### src/rtl/regframe_pkg.sv
package regframe_pkg;
  localparam int RIDX_W = 7;

  typedef struct packed {
    logic [RIDX_W-1:0] base;
    logic [RIDX_W-1:0] size;
  } frame_t;
endpackage

### src/rtl/frame_index_xlate.sv
module frame_index_xlate
  import regframe_pkg::*;
#(
  parameter int NUM_GLOBAL  = 32,
  parameter int NUM_STACKED = 96
) (
  input  logic [RIDX_W-1:0] log_idx,
  input  logic [RIDX_W-1:0] base,
  input  logic [RIDX_W-1:0] size,
  output logic [RIDX_W-1:0] phys_idx,
  output logic              out_of_frame
);
  localparam logic [RIDX_W-1:0] GLB = RIDX_W'(NUM_GLOBAL);
  localparam logic [RIDX_W:0]   STK = (RIDX_W+1)'(NUM_STACKED);

  logic              is_stacked;
  logic [RIDX_W-1:0] offset;
  logic [RIDX_W:0]   raw_sum;
  logic [RIDX_W:0]   rel;

  always_comb begin
    is_stacked = (log_idx >= GLB);
    offset     = log_idx - GLB;
    raw_sum    = {1'b0, base} + {1'b0, offset};
    rel        = (raw_sum >= STK) ? (raw_sum - STK) : raw_sum;
    phys_idx   = is_stacked ? (GLB + rel[RIDX_W-1:0]) : log_idx;
    out_of_frame = is_stacked && (offset >= size);
  end
endmodule

### src/rtl/frame_save_stack.sv
module frame_save_stack
  import regframe_pkg::*;
#(
  parameter int DEPTH = 8,
  localparam int DW = $clog2(DEPTH + 1),
  localparam int AW = (DEPTH > 1) ? $clog2(DEPTH) : 1
) (
  input  logic          clk,
  input  logic          rst_n,
  input  logic          push,
  input  logic          pop,
  input  frame_t        push_frame,
  output frame_t        top_frame,
  output logic [DW-1:0] level
);
  frame_t          slot [DEPTH];
  logic [DW-1:0]   level_q;
  logic [DW-1:0]   top_ptr;

  for (genvar i = 0; i < DEPTH; i++) begin : g_slot
    always_ff @(posedge clk or negedge rst_n) begin
      if (!rst_n)
        slot[i] <= '0;
      else if (push && (level_q == DW'(i)))
        slot[i] <= push_frame;
    end
  end

  always_ff @(posedge clk or negedge rst_n) begin
    if (!rst_n)
      level_q <= '0;
    else if (push)
      level_q <= level_q + 1'b1;
    else if (pop)
      level_q <= level_q - 1'b1;
  end

  always_comb begin
    top_ptr   = level_q - 1'b1;
    top_frame = (level_q != '0) ? slot[top_ptr[AW-1:0]] : '0;
  end

  assign level = level_q;
endmodule

### src/rtl/regframe_mapper.sv
module regframe_mapper
  import regframe_pkg::*;
#(
  parameter int NUM_GLOBAL  = 32,
  parameter int NUM_STACKED = 96,
  parameter int SAVE_DEPTH  = 8
) (
  input  logic              clk,
  input  logic              rst_n,
  input  logic [RIDX_W-1:0] log_idx,
  input  logic              call_req,
  input  logic [RIDX_W-1:0] call_size,
  input  logic              ret_req,
  output logic [RIDX_W-1:0] phys_idx,
  output logic [RIDX_W-1:0] frame_base,
  output logic [RIDX_W-1:0] frame_size,
  output logic              overflow
);
  localparam int DW = $clog2(SAVE_DEPTH + 1);
  localparam logic [RIDX_W:0] STK = (RIDX_W+1)'(NUM_STACKED);

  logic [RIDX_W-1:0] base_q, size_q, live_q;
  logic [DW-1:0]     depth_q;
  frame_t            saved_top;
  frame_t            cur_frame;
  logic              idx_fault;
  logic [RIDX_W:0]   need_live;
  logic [RIDX_W:0]   next_sum;
  logic [RIDX_W:0]   next_base;
  logic              call_ok, call_bad, ret_ok;

  frame_index_xlate #(
    .NUM_GLOBAL (NUM_GLOBAL),
    .NUM_STACKED(NUM_STACKED)
  ) u_xlate (
    .log_idx     (log_idx),
    .base        (base_q),
    .size        (size_q),
    .phys_idx    (phys_idx),
    .out_of_frame(idx_fault)
  );

  always_comb begin
    need_live = {1'b0, live_q} + {1'b0, call_size};
    call_ok   = call_req && (need_live <= STK) && (depth_q != DW'(SAVE_DEPTH));
    call_bad  = call_req && !call_ok;
    ret_ok    = ret_req && !call_req && (depth_q != '0);
    next_sum  = {1'b0, base_q} + {1'b0, size_q};
    next_base = (next_sum >= STK) ? (next_sum - STK) : next_sum;
    cur_frame.base = base_q;
    cur_frame.size = size_q;
  end

  frame_save_stack #(
    .DEPTH(SAVE_DEPTH)
  ) u_stack (
    .clk       (clk),
    .rst_n     (rst_n),
    .push      (call_ok),
    .pop       (ret_ok),
    .push_frame(cur_frame),
    .top_frame (saved_top),
    .level     (depth_q)
  );

  always_ff @(posedge clk or negedge rst_n) begin
    if (!rst_n) begin
      base_q <= '0;
      size_q <= '0;
      live_q <= '0;
    end else if (call_ok) begin
      base_q <= next_base[RIDX_W-1:0];
      size_q <= call_size;
      live_q <= need_live[RIDX_W-1:0];
    end else if (ret_ok) begin
      base_q <= saved_top.base;
      size_q <= saved_top.size;
      live_q <= live_q - size_q;
    end
  end

  assign frame_base = base_q;
  assign frame_size = size_q;
  assign overflow   = idx_fault || call_bad;
endmodule

### config.mk
export PLATFORM = sky130hd
export DESIGN_NAME = regframe_mapper
export DESIGN_NICKNAME = d
export VERILOG_FILES = /design/src/rtl/regframe_pkg.sv /design/src/rtl/frame_index_xlate.sv /design/src/rtl/frame_save_stack.sv /design/src/rtl/regframe_mapper.sv
export SDC_FILE = /design/constraint.sdc
export NUM_CORES = 1
export LEC_CHECK = 0
export ABC_CLOCK_PERIOD_IN_PS = 4900
export BUFFER_PORTS_ARGS = -buffer_cell sky130_fd_sc_hd__buf_2
export CAP_MARGIN = 20
export CELL_PAD_IN_SITES_DETAIL_PLACEMENT = 2
export CELL_PAD_IN_SITES_GLOBAL_PLACEMENT = 2
export CORE_MARGIN = 4
export CORE_UTILIZATION = 30
export DETAILED_ROUTE_END_ITERATION = 12
export GPL_ROUTABILITY_DRIVEN = 0
export PLACE_DENSITY = 0.6
export SLEW_MARGIN = 0
export SYNTH_ARGS = -nofsm -noshare
export SYNTH_HDL_FRONTEND = slang
export SYNTH_HIERARCHICAL = 1
export SYNTH_SLANG_ARGS = --single-unit
### constraint.sdc
create_clock -name clk -period 4.9 [get_ports clk]
set_input_delay 0.735 -clock clk [delete_from_list [all_inputs] [get_ports clk]]
set_output_delay 0.735 -clock clk [all_outputs]
set_load 0.02 [all_outputs]
======== Yosys cells after proc, flatten, opt, wreduce, memory -nomap -nowiden ========
Index checks and enable logic that the tools add are counted.
word-level totals
  memory bits (read-only) ................. 0
  bits in registers ....................... 137
  output and inout port bits .............. 22
  memories kept ........................... 0
  input bits .............................. 18
  logic and storage cells ................. 80
  bits in writable memories ............... 0
  bits in latches ......................... 0
operators by class
  order comparisons ....................... 6
  equal/unequal tests ..................... 8
  $add $sub $neg .......................... 10
  multiplexer cells ....................... 15
  div/mod/pow operators ................... 0
  shifts and indexed selects .............. 0
  reduce and logical (&&, ||, !) cells .... 20
  bitwise operators ....................... 1
  multipliers ............................. 0
operators with widths
  operator               number
  $mux W7                9
  $bmux W14 S3           1
  $mux W14               3
  $add A7 B7 Y8          3
  $eq A4 B3 Y1 const B   4
  $ge A8 B7 Y1 const B   2
  $logic_and A1 B1 Y1    14
  $sub A7 B7 Y7 const B  2
  $eq A4 B2 Y1 const B   2
  $le A8 B7 Y1 const B   1
  $mux W4                2
  $add A6 B7 Y7 const A  1
  $ge A7 B6 Y1 const B   1
  $ge A7 B7 Y1           1
  $sub A7 B6 Y7 const B  1
  $sub A7 B7 Y7          1
  $add A4 B1 Y4 const B  1
  $eq A4 B1 Y1 const B   1
  $ge A4 B4 Y1 const B   1
  $logic_not A4 Y1       1
  $ne A4 B4 Y1 const B   1
  $not A3 Y4             1
  $reduce_bool A4 Y1     1
  $sub A4 B1 Y4 const B  1
  3 further kinds        4

======== Longest topological paths before layout ========
Gate-level depths: netlist (run 1).
  word-level depth ........................ 8
  depth in mapped cells ................... 14
  gate-level depth less buffers ........... 11

======== Modules after synthesis ========
The synthesis (run 1) kept the hierarchy.
by module, submodules not included
  module             sequential area each (µm²)  area each (µm²)  cells an instance  times used
  frame_save_stack   2902.8                      5415.2           354                1
  regframe_mapper    525.5                       2052.0           223                1
  frame_index_xlate  0.0                         623.1            87                 1

======== Worst setup path after synthesis (run 1) ========
OpenSTA, ideal clock, no wires.
  path type ............................... input -> register
  from .................................... input call_size[0]
  to ...................................... register u_stack/slot[100] in the netlist's numbering
  required time ........................... 4.775 ns
  path buffers ............................ 3
  path slack .............................. 1.359 ns
  arrival ................................. 3.417 ns
  stages on the path ...................... 14
  setup time .............................. 0.125 ns
  cell sequence ........................... ha_1 -> fa_1 -> xor2_1 -> nor3_1 -> o221ai_1 -> nand4_4 -> nand2_4 -> inv_4 -> buf_6 -> buf_4 -> nand2_1 -> nor3_2 -> buf_4 -> mux2_2
between the ends
  cells in the longest elaborated chain, start to end .. 5
ends and longest elaborated chain
  element                            line                    text
  from (decl)                        regframe_mapper.sv:12   input logic [RIDX_W-1:0] call_size,
  $add A7 B7 Y8                      regframe_mapper.sv:44   need_live = {1'b0, live_q} + {1'b0, call_size};
  $le A8 B7 Y1                       regframe_mapper.sv:45   call_ok = call_req && (need_live <= STK) && (depth_q != DW'(SAVE_DEPTH));
  $logic_and A1 B1 Y1 (2 in series)  regframe_mapper.sv:45
  net call_ok                        regframe_mapper.sv:30   logic call_ok, call_bad, ret_ok;
  $logic_and A1 B1 Y1                frame_save_stack.sv:24  else if (push && (level_q == DW'(i)))
  to (signal, indexed assignment)    frame_save_stack.sv:25  slot[i] <= push_frame;
  to (decl)                          frame_save_stack.sv:16  frame_t slot [DEPTH];
The timed path passes the listed nets, and every way through them passes these cells.
A chain may end at the register's enable or synchronous reset.

======== Final worst setup path (run 1) ========
  from .................................... register base_q[0] (netlist: frame_base[0])
  to ...................................... output phys_idx[5]
between the ends
  cells in the longest elaborated chain, start to end .. 5
  elaborated cells between the ends (all ways) .. 6
  those cells by class .................... 3 x add/sub; 1 x order compare; 2 x mux
ends and longest elaborated chain
  element                                               line                     text
  from (decl)                                           regframe_mapper.sv:22    logic [RIDX_W-1:0] base_q, size_q, live_q;
  from (signal assigned)                                regframe_mapper.sv:72    base_q <= next_base[RIDX_W-1:0];
  from (signal assigned)                                regframe_mapper.sv:76    base_q <= saved_top.base;
  $add A7 B7 Y8 (*)                                     frame_index_xlate.sv:24  raw_sum = {1'b0, base} + {1'b0, offset};
  $sub A7 B7 Y7 / $ge A8 B7 Y1 (equally long branches)  frame_index_xlate.sv:25  rel = (raw_sum >= STK) ? (raw_sum - STK) : raw_sum;
  $mux W7 (*)                                           frame_index_xlate.sv:25
  $add A6 B7 Y7 (*)                                     frame_index_xlate.sv:26  phys_idx = is_stacked ? (GLB + rel[RIDX_W-1:0]) : log_idx;
  $mux W7 (*)                                           frame_index_xlate.sv:26
  to (decl)                                             regframe_mapper.sv:14    output logic [RIDX_W-1:0] phys_idx,
Every way passes the cells marked *; elsewhere a longest branch is shown, timed or not.

==> results of run 1 <==
[cells in the mapped netlist (all sizes together), types with 3 or more instances]
cell type	number	area share [%]
a2111oi	3	0.32
a211oi	3	0.34
a21o	9	0.84
a21oi	16	1.1
a221o	13	1.6
a31oi	4	0.39
and2	11	0.85
and3	5	0.39
buf	18	1.7
clkbuf	11	0.51
dfrtp	137	42
fa	4	0.99
ha	39	6.0
inv	34	1.6
mux2	114	16
mux2i	9	1.1
mux4	28	7.8
nand2	34	1.7
nand2b	7	0.54
nand3	9	1.2
nand4	3	0.42
nor2	22	1.0
nor2b	11	0.85
nor3	10	0.87
nor3b	4	0.37
o21a	4	0.37
o21ai	48	3.0
o31a	3	0.32
xnor2	7	0.76
xor2	5	0.54
[cells by family (layout without fill, tap and decap cells)]
| family | count (synthesis) | count (layout) |
|---|---|---|
| compound gates | 124 | 124 |
| flops | 137 | 137 |
| xor+xnor | 12 | 12 |
| simple gates | 134 | 134 |
| mux | 151 | 151 |
| buf+inv | 63 | 118 |
| fa+ha+maj | 43 | 43 |
[report_power, final]
group / internal [µW] / switching (µW) / total, µW / leakage [µW]
logic: 1440 / 1800 / 3230 / 0.00221
registers: 1580 / 465 / 2050 / 0.00181
clock network: 728 / 572 / 1300 / 0.000294
[final timing paths]
check | end | depth (start not counted) | slack (ns)
setup / recovery | phys_idx[5] | 10 | 1.03
hold / removal | u_stack/slot[5] | 1 | 0.38
min in group clk | u_stack/slot[30] | 1 | 0.49
hold reg to reg | u_stack/slot[30] | 1 | 0.49
max in group asynchronous | u_stack/slot[77] | 2 | 3.31
setup reg to reg | u_stack/slot[66] | 11 | 1.39
[area by class of cell]
cell class                 count  area share (%)
multi-input combinational    464            47.2
sequential                   137            37.2
clock buffer                  17            4.61
tap                          335            4.54
timing repair buffer          52            3.24
clock inverter                15            1.84
inverter                      34            1.41
[sequential cells by signal, summed over array words and instances, names as in the netlist]
signal and count:
u_stack/slot 112, frame_base 7, frame_size 7, live_q 7, u_stack/level 4
[critical path, stage by stage, from the launching register on]
cell and delay (ns):
sky130_fd_sc_hd__dfrtp_1 0.71, sky130_fd_sc_hd__ha_1 0.27, sky130_fd_sc_hd__inv_1 0.05, sky130_fd_sc_hd__fa_1 0.41, sky130_fd_sc_hd__nor2b_1 0.18, sky130_fd_sc_hd__o31a_1 0.23
sky130_fd_sc_hd__nor4_2 0.06, sky130_fd_sc_hd__a311oi_2 0.34, sky130_fd_sc_hd__and3_1 0.21, sky130_fd_sc_hd__o22ai_1 0.07, sky130_fd_sc_hd__buf_2 0.16
[metrics by stage]
step                cell area [µm²]  power [µW]
floorplan                      8090        4250
global placement               8620        5110
detailed placement             8620        5310
CTS                            9220        6650
global route                   9230        7050
finish                         9230        6580
[per-layer routing]
layer / track usage, % / share of wire (%)
met4: 3.42 / 0.77
met5: 0 / 0.053
met2: 29.8 / 50
met1: 23.2 / 46
met3: 2.67 / 2.9
==> results.md, run 1 <==
* Setup bufs post-CTS at 0
* Initial DRC Count at 243
* Hold buffer count at CTS at 0
* Data arrival, critical path at 3.14 ns
* Source of the worst register-to-register timing path: u_stack/level[0]
* Initial standard-cell utilization of the core at 30.8%
* Placed Instances at 1021
* Worst setup slack before clock tree synthesis at 0.948 ns
* Peak VDD IR at 0.000281 V
* Worst max-slew margin expressed relative to the limit at 38.9%
* Via count at 5745
* Max Root-Sink Buffers at 2
* EDFF count, synth at 0
* Antenna-violating nets left at 0
* Total count of hold-check failures in the final report at 0
* Area of the core at 26300 µm²
* Core occupancy in the finished layout at 35.1%
* Area of the die at 29700 µm²
* Antenna fix cells at 0
* Count of state elements after synthesis at 137
* Post-cts repair resize count at 0
* Ratio of final minimum period to clock period at 79.0%
* Simple logic cell fraction of the synthesized area at 10.0%
* Transition time of the tightest slew-check pin at 0.917 ns
* CTS buffer count at 17
* Clock H-tree levels at 4
* Global-route wire length before repair at 39000 µm
* Fraction of final layout cells with drive strength greater than 1 at 29.5%
* # IOs at 40
* Die width at 172 µm
* Total nets after synthesis at 725
* CP Launch Type: flop
* Leading register cell type out of synthesis: sky130_fd_sc_hd__dfrtp_1
* Vias in the first global route at 6537
* Highest net fanout along the worst path at 12
* Maximum number of pins on one net before global-route repair at 93
* Worst clock skew on the final layout at 0.0108 ns
* Multiplexer area fraction after synthesis at 24.8%
* Overall routing resource usage at 17.3%
* Most common cell after layout, fill and taps aside: sky130_fd_sc_hd__dfrtp_1
* Area share of fa/ha/maj cells after synthesis at 7.02%
* Xor and xnor fraction of the mapped netlist area at 1.30%
* Path type of the worst min-delay path: in -> async
* Result of the run: complete, no violations
* Sequential-to-total area share from yosys stat at 42.4%
* FF+latch area at 3430 µm²
* Clock root buffer master: sky130_fd_sc_hd__clkbuf_16
* Buffers on Ports at 39
* PD cells at 713 nW/µm²
* Required time of the critical path at 4.16 ns
* Minimum clock period at 3.87 ns
* Post-layout net count at 767
* Average routed wire per standard cell at 23.3 µm
* Main combinational cell family by area after synthesis: multiplexers
* DRT Wirelength at 24600 µm
* Clock transition at the registers of the reported paths at 0.06 ns
* Worst Setup Path Type: reg -> out
* Chip height at 172 µm
* Unrepaired setup endpoints after global routing: no
* Floorplan row count at 59
* Netlist area before placement at 8090 µm²
* Count of unresolved DRC violations after routing at 0
* Multi-input gate area in the final layout at 4350 µm²
* HPWL reported at the end of detailed placement at 16700 µm
* Area growth from synthesis to final layout at 14.0%
* Post-synthesis cell type count at 75
* Setup ws final at 1.03 ns
* Fraction of registers with async set or reset after synthesis at 100%
* Mean post-synth cell area at 12.2 µm²
* Total of max-cap violations at 0
* Worst hold slack at 0.382 ns
* Compound-cell area share of the yosys netlist at 10.6%
* Clock insertion delay at the later pin of the skew report at 0.43 ns
* Non-filler cells in the finished layout at 1054
* TritonCTS clock tree: done
* Drt pass-1 iters at 4
* Gate Count Post-Synth at 664
* Static leakage power at 0.00431 µW
* Number of vias per cell after detailed routing at 5.45
* Worst setup EP type: primary output
* Worst setup path startpoint: frame_base[0]
* Initial antenna violation count at 1
* Count of warnings emitted by yosys at 6
* Number of filler cells placed in the layout at 2740
* Top achievable clock speed at 258 MHz
* Fin Setup TNS at 0 ns
* Fin. max-slew vios at 0
* Global-route congestion overflow total at 0
* Clock sink count at 137
* Commonest cells after routing, fill and taps aside: sky130_fd_sc_hd__dfrtp_1, sky130_fd_sc_hd__mux2_2, sky130_fd_sc_hd__o21ai_0
* Final setup fails at 0
Power figures use the tool's default switching activity.
==> inputs of run 2 (changes only) <==
Settings changed: ABC_CLOCK_PERIOD_IN_PS 4900 to 3400, PLACE_DENSITY 0.6 to 0.63.
Clock period 4.9 ns to 3.4 ns, I/O delays scaled along.
==> run 2 against run 1 <==
Compared with the run above: flip-flop and latch count unchanged; combinational power is 55% higher; sequential power up 40%; final cell count is 1.6% higher; total power rose by 48%; critical path depth shrank 1; highest routed layer is now met4.
==> results.md, run 2 (synthesis results as in run 1) <==
* Result of the run: complete, no violations
* Data arrival, critical path at 2.81 ns
* Placed inst area at 8800 µm²
* Path type of the worst min-delay path: in -> async
* Drt pass-1 iters at 5
* Source of the worst register-to-register timing path: live_q[1]
* TritonCTS clock tree: done
* Buffers on Ports at 39
* Floorplan row count at 59
* Final setup fails at 0
* Global-route wire length before repair at 39500 µm
* Flip-flop count of the largest register after layout at 112
* Clock transition at the registers of the reported paths at 0.06 ns
* Ratio of final minimum period to clock period at 97.6%
* Area growth from synthesis to final layout at 17.2%
* Worst setup path startpoint: live_q[1]
* Peak VDD IR at 0.000420 V
* HPWL reported at the end of detailed placement at 17700 µm
* Area of the core at 26300 µm²
* Count of unresolved DRC violations after routing at 0
* CTS buffer count at 17
* Commonest cells after routing, fill and taps aside: sky130_fd_sc_hd__dfrtp_1, sky130_fd_sc_hd__mux2_2, sky130_fd_sc_hd__o21ai_0
* Average routed wire per standard cell at 23.3 µm
* Initial DRC Count at 259
* Overall routing resource usage at 17.4%
* Global-route congestion overflow total at 0
* Static leakage power at 0.00440 µW
* Post-route design area at 9480 µm²
* Initial standard-cell utilization of the core at 30.8%
* Clock root buffer master: sky130_fd_sc_hd__clkbuf_16
* DRT Wirelength at 24900 µm
* Fraction of final layout cells with drive strength greater than 1 at 32.6%
* Number of filler cells placed in the layout at 2737
* Initial antenna violation count at 0
* Worst setup slack before clock tree synthesis at 0.0890 ns
* Maximum number of pins on one net before global-route repair at 72
* Worst max-slew margin expressed relative to the limit at 32.3%
* Chip height at 172 µm
* Total of max-cap violations at 0
* Die width at 172 µm
* Antenna-violating nets left at 0
* Hold buffer count at CTS at 0
* Fin. max-slew vios at 0
* Antenna fix cells at 0
* Most common cell after layout, fill and taps aside: sky130_fd_sc_hd__dfrtp_1
* Largest reg by FF count: u_stack/slot
* PD cells at 1030 nW/µm²
* Transition time of the tightest slew-check pin at 1.01 ns
* Minimum clock period at 3.32 ns
* # IOs at 40
* Worst clock skew on the final layout at 0.00639 ns
* Number of vias per cell after detailed routing at 5.40
* Max Root-Sink Buffers at 2
* Via count at 5779
* Top achievable clock speed at 301 MHz
* Post-layout net count at 784
* Clock insertion delay at the later pin of the skew report at 0.41 ns
* Total count of hold-check failures in the final report at 0
* Unrepaired setup endpoints after global routing: yes
* Worst Setup Path Type: reg -> out
* CP Launch Type: flop
* Clock sink count at 137
* Required time of the critical path at 2.89 ns
* Worst setup EP type: primary output
* Clock H-tree levels at 4
* Vias in the first global route at 6488
* Area of the die at 29700 µm²
* Setup ws final at 0.0825 ns
* Highest net fanout along the worst path at 5
run 2: cell types whose count changed in the layout (fill, tap and decap cells not counted), sizes merged:
cell,delta
clkbuf,+3
clkinvlp,+3
inv,-10
bufinv,+1
clkinv,+3
buf,+17
run 2: cell type report:
type | instances | area (µm²) | area share [%]
multi-input cells | 464 | 4420 | 46.7
well taps | 335 | 419 | 4.42
clock inverters | 12 | 125 | 1.32
inverters | 34 | 130 | 1.37
clock buffers | 20 | 457 | 4.82
repair buffers | 69 | 489 | 5.16
flip-flops and latches | 137 | 3430 | 36.2
run 2: critical path, cell delays in order (launching register included):
cell and delay (ns):
sky130_fd_sc_hd__dfrtp_2 0.45, sky130_fd_sc_hd__ha_1 0.33, sky130_fd_sc_hd__a211oi_4 0.31, sky130_fd_sc_hd__nor2_2 0.13, sky130_fd_sc_hd__o311ai_4 0.40, sky130_fd_sc_hd__nand4_4 0.17
sky130_fd_sc_hd__nand2_4 0.12, sky130_fd_sc_hd__buf_4 0.18, sky130_fd_sc_hd__a21o_1 0.14, sky130_fd_sc_hd__buf_2 0.17
run 2: what timing repair did:
item / CTS / global route
gates resized for setup: 5 / 13
buffers inserted: 0 / 2
pin swaps: 1 / 5
setup endpoints to repair: 1 / 3
run 2: final timing paths:
check	depth (start not counted)	endpoint	slack, ns
setup / recovery	9	overflow	0.08
hold / removal	1	u_stack/slot[84]	0.11
setup reg to reg	11	u_stack/level[3]	0.42
hold reg to reg	1	u_stack/slot[36]	0.49
max in group asynchronous	2	frame_base[0]	2.41
min in group clk	2	frame_size[0]	0.37
run 2: layer usage:
| metal | vias to the layer above | share of wire, % | track usage (%) |
|---|---|---|---|
| met2 | 70 | 50 | 30.3 |
| met3 | 26 | 1.6 | 2.45 |
| met5 | - | 0 | 0 |
| met4 | 0 | 1.6 | 4.31 |
| li1 | 2588 | - | - |
| met1 | 3095 | 46 | 22.8 |
run 2: power by group:
group | switching [µW] | internal, µW | total, µW
Clock | 722 | 1110 | 1840
Combinational | 2770 | 2260 | 5020
Sequential | 601 | 2280 | 2880
run 2: through the flow:
stage / TNS, ns / power, µW / util (%) / hold WS [ns] / std cells
2_1_floorplan: 0 / 6130 / - / 0.214 / 664
3_3_place_gp: 0 / 7500 / 33.5 / 0.468 / 1037
3_5_place_dp: 0 / 7840 / 33.5 / 0.480 / 1037
4_1_cts: 0 / 9790 / 35.8 / 0.142 / 1069
5_1_grt: -0.00142 / 10400 / 36.1 / 0.174 / 1071
6_report: 0 / 9740 / 36.1 / 0.105 / 1071
==> inputs of run 3 (changes only) <==
Settings changed: PLACE_DENSITY 0.63 to 0.62, SYNTH_HIERARCHICAL 1 to not set.
==> run 3 against run 2 <==
Compared with the run above: clock power rose by 3%; maximum frequency is 1.3% higher; global-route usage down 0.94 points; synthesized cell count down 5.1%; final cell count fell by 4.3%; total power up 0.92%; sequential power is essentially flat; clock skew grew 0.0049 ns; worst hold slack gained 0.018 ns; via count shrank 7.3%; flip-flop and latch count did not move; critical endpoint is now phys_idx[5]; largest power group unchanged.
==> results.md, run 3 <==
* Worst clock skew on the final layout at 0.0113 ns
* Chip height at 170 µm
* R2R Path End: u_stack.slot[64]
* Area of the core at 25500 µm²
* Path type of the worst min-delay path: in -> async
* CTS buffer count at 17
* Ratio of final minimum period to clock period at 96.3%
* Vias in the first global route at 6124
* Area leader, netlist: sky130_fd_sc_hd__dfrtp_1
* Initial antenna violation count at 0
* Worst setup slack before clock tree synthesis at 0.0536 ns
* Netlist area before placement at 7860 µm²
* Fin Setup TNS at 0 ns
* Total of max-cap violations at 0
* Area of the die at 28900 µm²
* Overall routing resource usage at 16.5%
* Via count at 5356
* Count leader, synth: sky130_fd_sc_hd__dfrtp_1
* Initial standard-cell utilization of the core at 30.9%
* PD cells at 1060 nW/µm²
* Clock H-tree levels at 4
* Non-filler cells in the finished layout at 1025
* Average routed wire per standard cell at 22.5 µm
* Buffers on Ports at 39
* Number of vias per cell after detailed routing at 5.23
* Most common cell after layout, fill and taps aside: sky130_fd_sc_hd__dfrtp_1
* Antenna fix cells at 0
* Total nets after synthesis at 691
* Total count of hold-check failures in the final report at 0
* Largest reg by FF count: u_stack.slot
* Post-synth top cells: sky130_fd_sc_hd__dfrtp_1, sky130_fd_sc_hd__mux2_2, sky130_fd_sc_hd__ha_1, sky130_fd_sc_hd__o21ai_0, sky130_fd_sc_hd__mux2_4
* Die width at 170 µm
* Total power after layout at 9830 µW
* Static leakage power at 0.00425 µW
* Peak VDD IR at 0.000321 V
* Setup ws final at 0.124 ns
* Max Root-Sink Buffers at 2
* Clock transition at the registers of the reported paths at 0.07 ns
* Gate Count Post-Synth at 630
* Setup slack of the worst register-to-register path at 0.27 ns
* Fraction of registers with async set or reset after synthesis at 100%
* Initial DRC Count at 189
* Flip-flop count of the largest register after layout at 112
* Worst max-slew margin expressed relative to the limit at 45.3%
* Area growth from synthesis to final layout at 18.0%
* Mean post-synth cell area at 12.5 µm²
* Clock insertion delay at the later pin of the skew report at 0.43 ns
* DRT Wirelength at 23100 µm
* Post-synthesis cell type count at 63
* Count of unresolved DRC violations after routing at 0
* # IOs at 40
* Placed Instances at 990
* Depth of the most critical reg-to-reg path at 11
* Antenna-violating nets left at 0
* Source of the worst register-to-register timing path: live_q[0]
* HPWL reported at the end of detailed placement at 15900 µm
* TritonCTS clock tree: done
* Sequential-to-total area share from yosys stat at 43.6%
* Transition time of the tightest slew-check pin at 0.820 ns
* Count of warnings emitted by yosys at 0
* Highest net fanout along the worst path at 3
* Global-route congestion overflow total at 0
* Hold buffer count at CTS at 0
* Clock root buffer master: sky130_fd_sc_hd__clkbuf_16
* Clock sink count at 137
* Post-layout net count at 743
* Minimum clock period at 3.28 ns
* Required time of the critical path at 2.89 ns
* Leading register cell type out of synthesis: sky130_fd_sc_hd__dfrtp_1
* Result of the run: complete, no violations
* Fraction of final layout cells with drive strength greater than 1 at 35.7%
* Largest cells by area after synthesis: sky130_fd_sc_hd__dfrtp_1, sky130_fd_sc_hd__mux2_2, sky130_fd_sc_hd__mux4_2
* Floorplan row count at 58
* Fin. max-slew vios at 0
* Drt pass-1 iters at 4
* EDFF count, synth at 0
* Final setup fails at 0
* Worst hold slack at 0.123 ns
* Global-route wire length before repair at 36300 µm
* Worst setup EP type: primary output
* CP Launch Type: flop
* Area share of the leading cell type in the synthesized netlist at 43.6%
* Worst Setup Path Type: reg -> out
* Data arrival, critical path at 2.77 ns
* Commonest cells after routing, fill and taps aside: sky130_fd_sc_hd__dfrtp_1, sky130_fd_sc_hd__mux2_2, sky130_fd_sc_hd__ha_1
* Top achievable clock speed at 305 MHz
* Count of state elements after synthesis at 137
* Maximum number of pins on one net before global-route repair at 79
-- run 3: kinds of logic after synthesis --
family,Yosys count,share of synthesized area [%]
multiplexers,156,27.6
flip-flops,137,43.6
AND/OR/NAND/NOR,113,7.29
AO/OA/AOI/OAI,110,9.28
buffers and inverters,59,3.71
adder cells (fa/ha/maj),43,7.23
XOR/XNOR,12,1.34
-- run 3: final cells by class --
class / instances / area [µm²]
Clock inverter: 15 / 178
Inverter: 22 / 82.6
Timing Repair Buffer: 70 / 542
Tap cell: 330 / 413
Fill cell: 2621 / 16200
Sequential cell: 137 / 3430
Multi-Input combinational cell: 434 / 4210
Clock buffer: 17 / 425
-- run 3: worst max-delay path, stage by stage (launching register included) --
cell and delay [ns]:
sky130_fd_sc_hd__dfrtp_1 0.44, sky130_fd_sc_hd__ha_4 0.19, sky130_fd_sc_hd__inv_1 0.07, sky130_fd_sc_hd__fa_2 0.22, sky130_fd_sc_hd__nor2b_2 0.05, sky130_fd_sc_hd__o31a_1 0.26
sky130_fd_sc_hd__o21ai_2 0.15, sky130_fd_sc_hd__nand2b_1 0.13, sky130_fd_sc_hd__a32o_1 0.22, sky130_fd_sc_hd__or3_1 0.35, sky130_fd_sc_hd__o22ai_2 0.10, sky130_fd_sc_hd__buf_4 0.16
-- run 3: timing repair --
item,in CTS,in global routing
pin swaps,0,5
buffers inserted,0,3
gates cloned,0,0
endpoints found under the setup margin,3,3
resized for setup,5,10
-- run 3: power breakdown --
| part | total (µW) | switching (µW) | leakage (µW) | internal (µW) |
|---|---|---|---|---|
| Clock | 1900 | 850 | 0.000297 | 1050 |
| Combinational | 5020 | 2620 | 0.00217 | 2400 |
| Sequential | 2910 | 590 | 0.00178 | 2320 |
| Total | 9830 | 4060 | 0.00425 | 5770 |
-- run 3: worst max-delay path by stage --
stage                       endpoint     startpoint  slack (ns)  cells after the start
finish                   phys_idx[5]  frame_base[0]        0.12                     11
global route             phys_idx[5]  frame_base[0]       -0.02                     11
CTS                      phys_idx[5]  frame_base[0]      0.0006                     11
detailed placement  u_stack.slot[64]   call_size[0]        0.05                     11
global placement         phys_idx[5]     log_idx[0]        0.21                     12
floorplan                phys_idx[5]  frame_base[1]        0.27                      8
-- run 3: metal layers --
layer  global-route usage [%]  up-vias  part of all wire [%]
li1                         -     2445                     -
met1                     21.9     2820                    47
met2                     27.7       65                    49
met3                     2.37       26                   2.2
met4                     5.22        0                   1.9
met5                        0        -                     0
-- run 3: metrics by stage --
step / cell area, µm² / util, %
6_report: 9280 / 36.4
3_3_place_gp: 8590 / 33.7
2_1_floorplan: 7860 / -
3_5_place_dp: 8590 / 33.7
5_1_grt: 9280 / 36.4
4_1_cts: 9200 / 36.1
